## config.mk

```make
export PLATFORM = sky130hd
export DESIGN_NAME = slv_glue
export DESIGN_NICKNAME = d
export VERILOG_FILES = /design/src/rtl/slv_glue_pkg.sv /design/src/rtl/slv_addr_decode.sv /design/src/rtl/slv_ack_drive.sv /design/src/rtl/slv_attr_drive.sv /design/src/rtl/slv_glue.sv
export SDC_FILE = /design/constraint.sdc
export NUM_CORES = 1
export LEC_CHECK = 0
export ABC_CLOCK_PERIOD_IN_PS = 1700
export BUFFER_PORTS_ARGS = -buffer_cell sky130_fd_sc_hd__clkbuf_2
export CAP_MARGIN = 40
export CORE_AREA = 5 5 42 44
export CTS_CLUSTER_SIZE = 40
export DETAILED_ROUTE_END_ITERATION = 10
export DIE_AREA = 0 0 47 49
export PLACE_DENSITY = 0.4
export SLEW_MARGIN = 20
export SYNTH_ARGS = -nofsm -noshare
export SYNTH_HDL_FRONTEND = slang
export SYNTH_SLANG_ARGS = --single-unit
export TNS_END_PERCENT = 10
```

## constraint.sdc

```tcl
create_clock -name clk_i -period 1.7 [get_ports clk_i]
set_input_delay 0.17 -clock clk_i [delete_from_list [all_inputs] [get_ports clk_i]]
set_output_delay 0.17 -clock clk_i [all_outputs]
set_load 0.005 [all_outputs]
```

## src/rtl/slv_glue_pkg.sv

```systemverilog
package slv_glue_pkg;
  typedef enum logic [1:0] {
    SEL_NONE = 2'd0,
    SEL_PROM = 2'd1,
    SEL_CTRL = 2'd2
  } sel_e;

  localparam int unsigned ADDR_HI_W = 8;
  localparam int unsigned DSACK_W   = 2;
  localparam int unsigned ATTR_W    = 3;

  // {DSACK1, DSACK0}: byte port = 1,0
  localparam logic [DSACK_W-1:0] DSACK_BYTE = 2'b10;
endpackage

```

## src/rtl/slv_addr_decode.sv

```systemverilog
module slv_addr_decode
  import slv_glue_pkg::*;
#(
  parameter logic [ADDR_HI_W-1:0] WIN_TAG  = 8'hF9,
  parameter logic                 PROM_A8  = 1'b1
) (
  input  logic [ADDR_HI_W-1:0] addr_hi_i,
  input  logic                 addr_a8_i,
  input  logic                 as_ni,
  input  logic                 bgack_ni,
  output sel_e                 sel_o
);
  logic win_hit;

  // the card's own master cycles never select its slave side
  assign win_hit = (addr_hi_i == WIN_TAG) && !as_ni && bgack_ni;

  always_comb begin
    sel_o = SEL_NONE;
    if (win_hit) begin
      if (addr_a8_i == PROM_A8) sel_o = SEL_PROM;
      else                      sel_o = SEL_CTRL;
    end
  end
endmodule

```

## src/rtl/slv_ack_drive.sv

```systemverilog
module slv_ack_drive
  import slv_glue_pkg::*;
(
  input  logic               clk_i,
  input  logic               rst_ni,
  input  sel_e               sel_i,
  output logic               prom_cs_no,
  output logic               ctrl_cs_no,
  output logic [DSACK_W-1:0] dsack_o,
  output logic               dsack_oe_o
);
  always_ff @(posedge clk_i or negedge rst_ni) begin
    if (!rst_ni) begin
      prom_cs_no <= 1'b1;
      ctrl_cs_no <= 1'b1;
      dsack_o    <= '1;
      dsack_oe_o <= 1'b0;
    end else begin
      prom_cs_no <= (sel_i != SEL_PROM);
      ctrl_cs_no <= (sel_i != SEL_CTRL);
      dsack_oe_o <= (sel_i == SEL_PROM);
      dsack_o    <= (sel_i == SEL_PROM) ? DSACK_BYTE : '1;
    end
  end

  AST_CS_EXCL: assert property (@(posedge clk_i) disable iff (!rst_ni)
    !(!prom_cs_no && !ctrl_cs_no));
  AST_ACK_ONLY_PROM: assert property (@(posedge clk_i) disable iff (!rst_ni)
    dsack_oe_o |-> !prom_cs_no);
endmodule

```

## src/rtl/slv_attr_drive.sv

```systemverilog
module slv_attr_drive
  import slv_glue_pkg::*;
(
  input  logic              clk_i,
  input  logic              rst_ni,
  input  logic              bgack_ni,
  output logic [ATTR_W-1:0] attr_o,
  output logic              attr_oe_o
);
  always_ff @(posedge clk_i or negedge rst_ni) begin
    if (!rst_ni) begin
      attr_oe_o <= 1'b0;
      attr_o    <= '0;
    end else begin
      attr_oe_o <= !bgack_ni;
      attr_o    <= '0;
    end
  end

  AST_ATTR_MASTER: assert property (@(posedge clk_i) disable iff (!rst_ni)
    !bgack_ni |=> (attr_oe_o && attr_o == '0));
  AST_ATTR_FLOAT: assert property (@(posedge clk_i) disable iff (!rst_ni)
    bgack_ni |=> !attr_oe_o);
endmodule

```

## src/rtl/slv_glue.sv

```systemverilog
module slv_glue
  import slv_glue_pkg::*;
#(
  parameter logic [7:0] WIN_TAG = 8'hF9,
  parameter logic       PROM_A8 = 1'b1
) (
  input  logic       clk_i,
  input  logic       rst_ni,
  input  logic [7:0] addr_hi_i,
  input  logic       addr_a8_i,
  input  logic       as_ni,
  input  logic       bgack_ni,
  output logic       prom_cs_no,
  output logic       ctrl_cs_no,
  output logic [1:0] dsack_o,
  output logic       dsack_oe_o,
  output logic [2:0] attr_o,
  output logic       attr_oe_o
);
  sel_e sel;

  slv_addr_decode #(.WIN_TAG(WIN_TAG), .PROM_A8(PROM_A8)) u_dec (
    .addr_hi_i (addr_hi_i),
    .addr_a8_i (addr_a8_i),
    .as_ni     (as_ni),
    .bgack_ni  (bgack_ni),
    .sel_o     (sel)
  );

  slv_ack_drive u_ack (
    .clk_i      (clk_i),
    .rst_ni     (rst_ni),
    .sel_i      (sel),
    .prom_cs_no (prom_cs_no),
    .ctrl_cs_no (ctrl_cs_no),
    .dsack_o    (dsack_o),
    .dsack_oe_o (dsack_oe_o)
  );

  slv_attr_drive u_attr (
    .clk_i     (clk_i),
    .rst_ni    (rst_ni),
    .bgack_ni  (bgack_ni),
    .attr_o    (attr_o),
    .attr_oe_o (attr_oe_o)
  );

  AST_WINDOW_MISS: assert property (@(posedge clk_i) disable iff (!rst_ni)
    (addr_hi_i != WIN_TAG) |=> (prom_cs_no && ctrl_cs_no && !dsack_oe_o));
  AST_PROM_ACK: assert property (@(posedge clk_i) disable iff (!rst_ni)
    (addr_hi_i == WIN_TAG && addr_a8_i == PROM_A8 && !as_ni && bgack_ni)
    |=> (!prom_cs_no && dsack_oe_o && dsack_o == 2'b10));
  AST_STROBE_RELEASE: assert property (@(posedge clk_i) disable iff (!rst_ni)
    as_ni |=> (prom_cs_no && ctrl_cs_no && !dsack_oe_o));
  AST_NO_ACK_MASTER: assert property (@(posedge clk_i) disable iff (!rst_ni)
    !bgack_ni |=> (prom_cs_no && ctrl_cs_no && !dsack_oe_o));
endmodule

```

==> run_results.csv <==
group,metric,value,unit
critical_path,required,1.53,ns
global_route,grt_max_degree,5,
global_route,gr-total-overflow,0,
job,drv_cap,0,
die,start_util,15.1,%
route,drt-pass1-iter-count,1,
die,die_w,47,um
cells_and_area,final_cells,53,
cells_and_area,layout-drive-gt1-share,59.5,%
hold_path,hold_path_class,"primary input to register",
cells_and_area,n_fill_cell,160,
critical_path,setup.worst_path.end_class,"output pin",
synth,yosys-top-cells-count,"buf_4 (5), conb_1 (2), dfrtp_1 (2), dfstp_2 (2), nand4_1 (2)",
synth,synth_warnings,0,
synth,yosys.area.top_type,"dfstp_2",
route,via_count,192,
synth,syn_inst,19,
synth,yosysSeqAreaShare,48.5,%
sta,max_freq,981,MHz
cts,cts_tree,"done",
placement,gp_congestion,0.605,
sta,fin_setup_tns,0,ns
route,drt_wl_total,479,um
cells_and_area,antenna_cells,0,
synth,synth_cell_types,11,
placement,port_buffers,17,
hold_path,worstHoldStart,"bgack_ni",
cts,cts.sinks,4,
sta,slew_violations,0,
critical_path,crit_buf_inv,1,
hold_path,hold_end,"u_attr.attr_oe_o$_DFF_PN0_",
global_route,grt_pass1_wl,828,um
cts,numCtsBuffers,3,
sta,rsz0062_at_grt,"false",
placement,place_area,287,um2
die,die_area,2300,um2
cells_and_area,fin_nets,52,
synth,mappedNetlistArea,211,um2
critical_path,arrival,0.85,ns
cts,cts_root_buf,"clkbuf_4",
synth,synth.top_cell.area_share,24.9,%
cts,cts-htree-levels,1,
critical_path,cp_slowest_stage_delay,0.52,ns
cts,postCtsResizedCells,0,
power,power_leakage,0.175,nW
die,rows,14,
cts,clk_pin_slew,0.03,ns
global_route,track_usage,5.31,%
route,post_drt_wl_per_cell,9.04,um
cts,cts_buffer_depth,2,
synth,syn-mean-instance-area,11.1,um2
route,via_per_inst,3.62,
critical_path,cp_max_fo,2,
synth,yosys-top-cells-area,"dfstp_2 (25%), dfrtp_1 (24%), buf_4 (18%)",
route,ant_nets,0,
cells_and_area,finalInstanceArea,319,um2
global_route,grt_pass1_vias,201,
run_status,status,"finished clean",
placement,dp_hpwl,427,um
sta,fin_crit,1.02,ns
synth,synth.most_common_cell,"buf_4",
synth,synth_edf_count,0,
synth,async_flop_share,100,%
die,ios,22,
placement,preCtsSetupSlack,0.877,ns
critical_path,cp_top_family,"flip-flops",
cells_and_area,syn_to_final_growth,50.9,%
power,p_per_area,744,nW/um2
critical_path,critPathLaunchType,"register",
critical_path,crit_chain,"clkbuf_2",
power,total_power,0.237,mW
placement,dp_cells,49,
die,die_h,49,um
sta,finalSetupViolCount,0,
synth,synth_flop_cell,"dfstp_2",
global_route,antenna_found_initial,0,
route,drc_errors,0,
die,coreArea,1400,um2
synth,ys_ff_latch,4,
sta,setup_slack,0.680,ns
sta,hold_viol,0,
sta,finalCritPeriodShare,60.0,%
route,drtIter0Drc,0,
critical_path,crit_path_top_delay_cell,"dfstp_2",
power,ir_drop,0.140,mV
hold_path,hold_depth,2,
critical_path,crit_type,"register to output pin",
cts,postCtsSetupRepairBufs,0,
repair_timing:
action | CTS | global route
hold buffers | 1 | 0
endpoints found under the hold margin | 4 | 0
endpoints found under the setup margin | 0 | 0
cell type report:
class                           count  area [um2]  share of cell area, %
Tap cell                           16        20.0                   6.27
Sequential cell                     4         103                   32.2
Clock buffer                        3        22.5                   7.06
Timing Repair Buffer               18        95.1                   29.8
Inverter                            1        3.75                   1.18
Multi-Input combinational cell     11        75.1                   23.5
cell families after synthesis:
family                 count (synthesis)  share of synthesized area [%]
DFF                                    4                           48.5
other                                  2                           3.55
buffers and inverters                  6                           19.5
and+or+nand+nor                        7                           28.4
worst max-delay path by stage:
stage / end / from / slack, ns / cells after the start
after floorplan: dsack_o[0] / u_ack.dsack_o[0]$_DFF_PN1_ / 0.92 / 1
after global placement: u_ack.ctrl_cs_no$_DFF_PN1_ / as_ni / 0.90 / 3
after detailed placement: u_ack.ctrl_cs_no$_DFF_PN1_ / as_ni / 0.88 / 3
after CTS: dsack_o[0] / u_ack.dsack_o[0]$_DFF_PN1_ / 0.67 / 1
after global routing: dsack_o[0] / u_ack.dsack_o[0]$_DFF_PN1_ / 0.64 / 1
final: prom_cs_no / u_ack.dsack_o[0]$_DFF_PN1_ / 0.68 / 1
state kept, by name, indices dropped and copies added (netlist names):
signal and flops:
u_attr.attr_oe_o 1, u_ack.dsack_o 1, u_ack.ctrl_cs_no 1, u_ack.dsack_oe_o 1
cell usage in the layout, fill, tap and decap left out, types with 2 or more instances in the layout:
cell,instances
clkbuf_4,3
dfstp_2,2
dfrtp_1,2
conb_1,4
nand4_1,2
clkbuf_2,17
power breakdown:
| group | internal (mW) | leakage (nW) | total, mW | switching [mW] |
|---|---|---|---|---|
| sequential | 0.0973 | 0.0467 | 0.0976 | 0.000361 |
| clock | 0.0787 | 0.0138 | 0.114 | 0.0351 |
| combinational | 0.0153 | 0.114 | 0.0260 | 0.0108 |
through the flow:
step | hold WS [ns] | util, %
after floorplan | -0.126 | -
after global placement | -0.0200 | 20.4
after CTS | 0.0837 | 22.8
final | 0.0916 | 22.8
after detailed placement | -0.0228 | 20.4
after global routing | 0.0999 | 22.8
routing by layer:
layer	vias up	share of wire [%]	GRT usage [%]
met4	0	3.5	5.53
met3	2	22	3.32
met1	77	39	5.36
li1	93	-	-
met5	-	0	0
met2	20	35	6.79
Note: power is estimated with default switching activity, not from simulation.
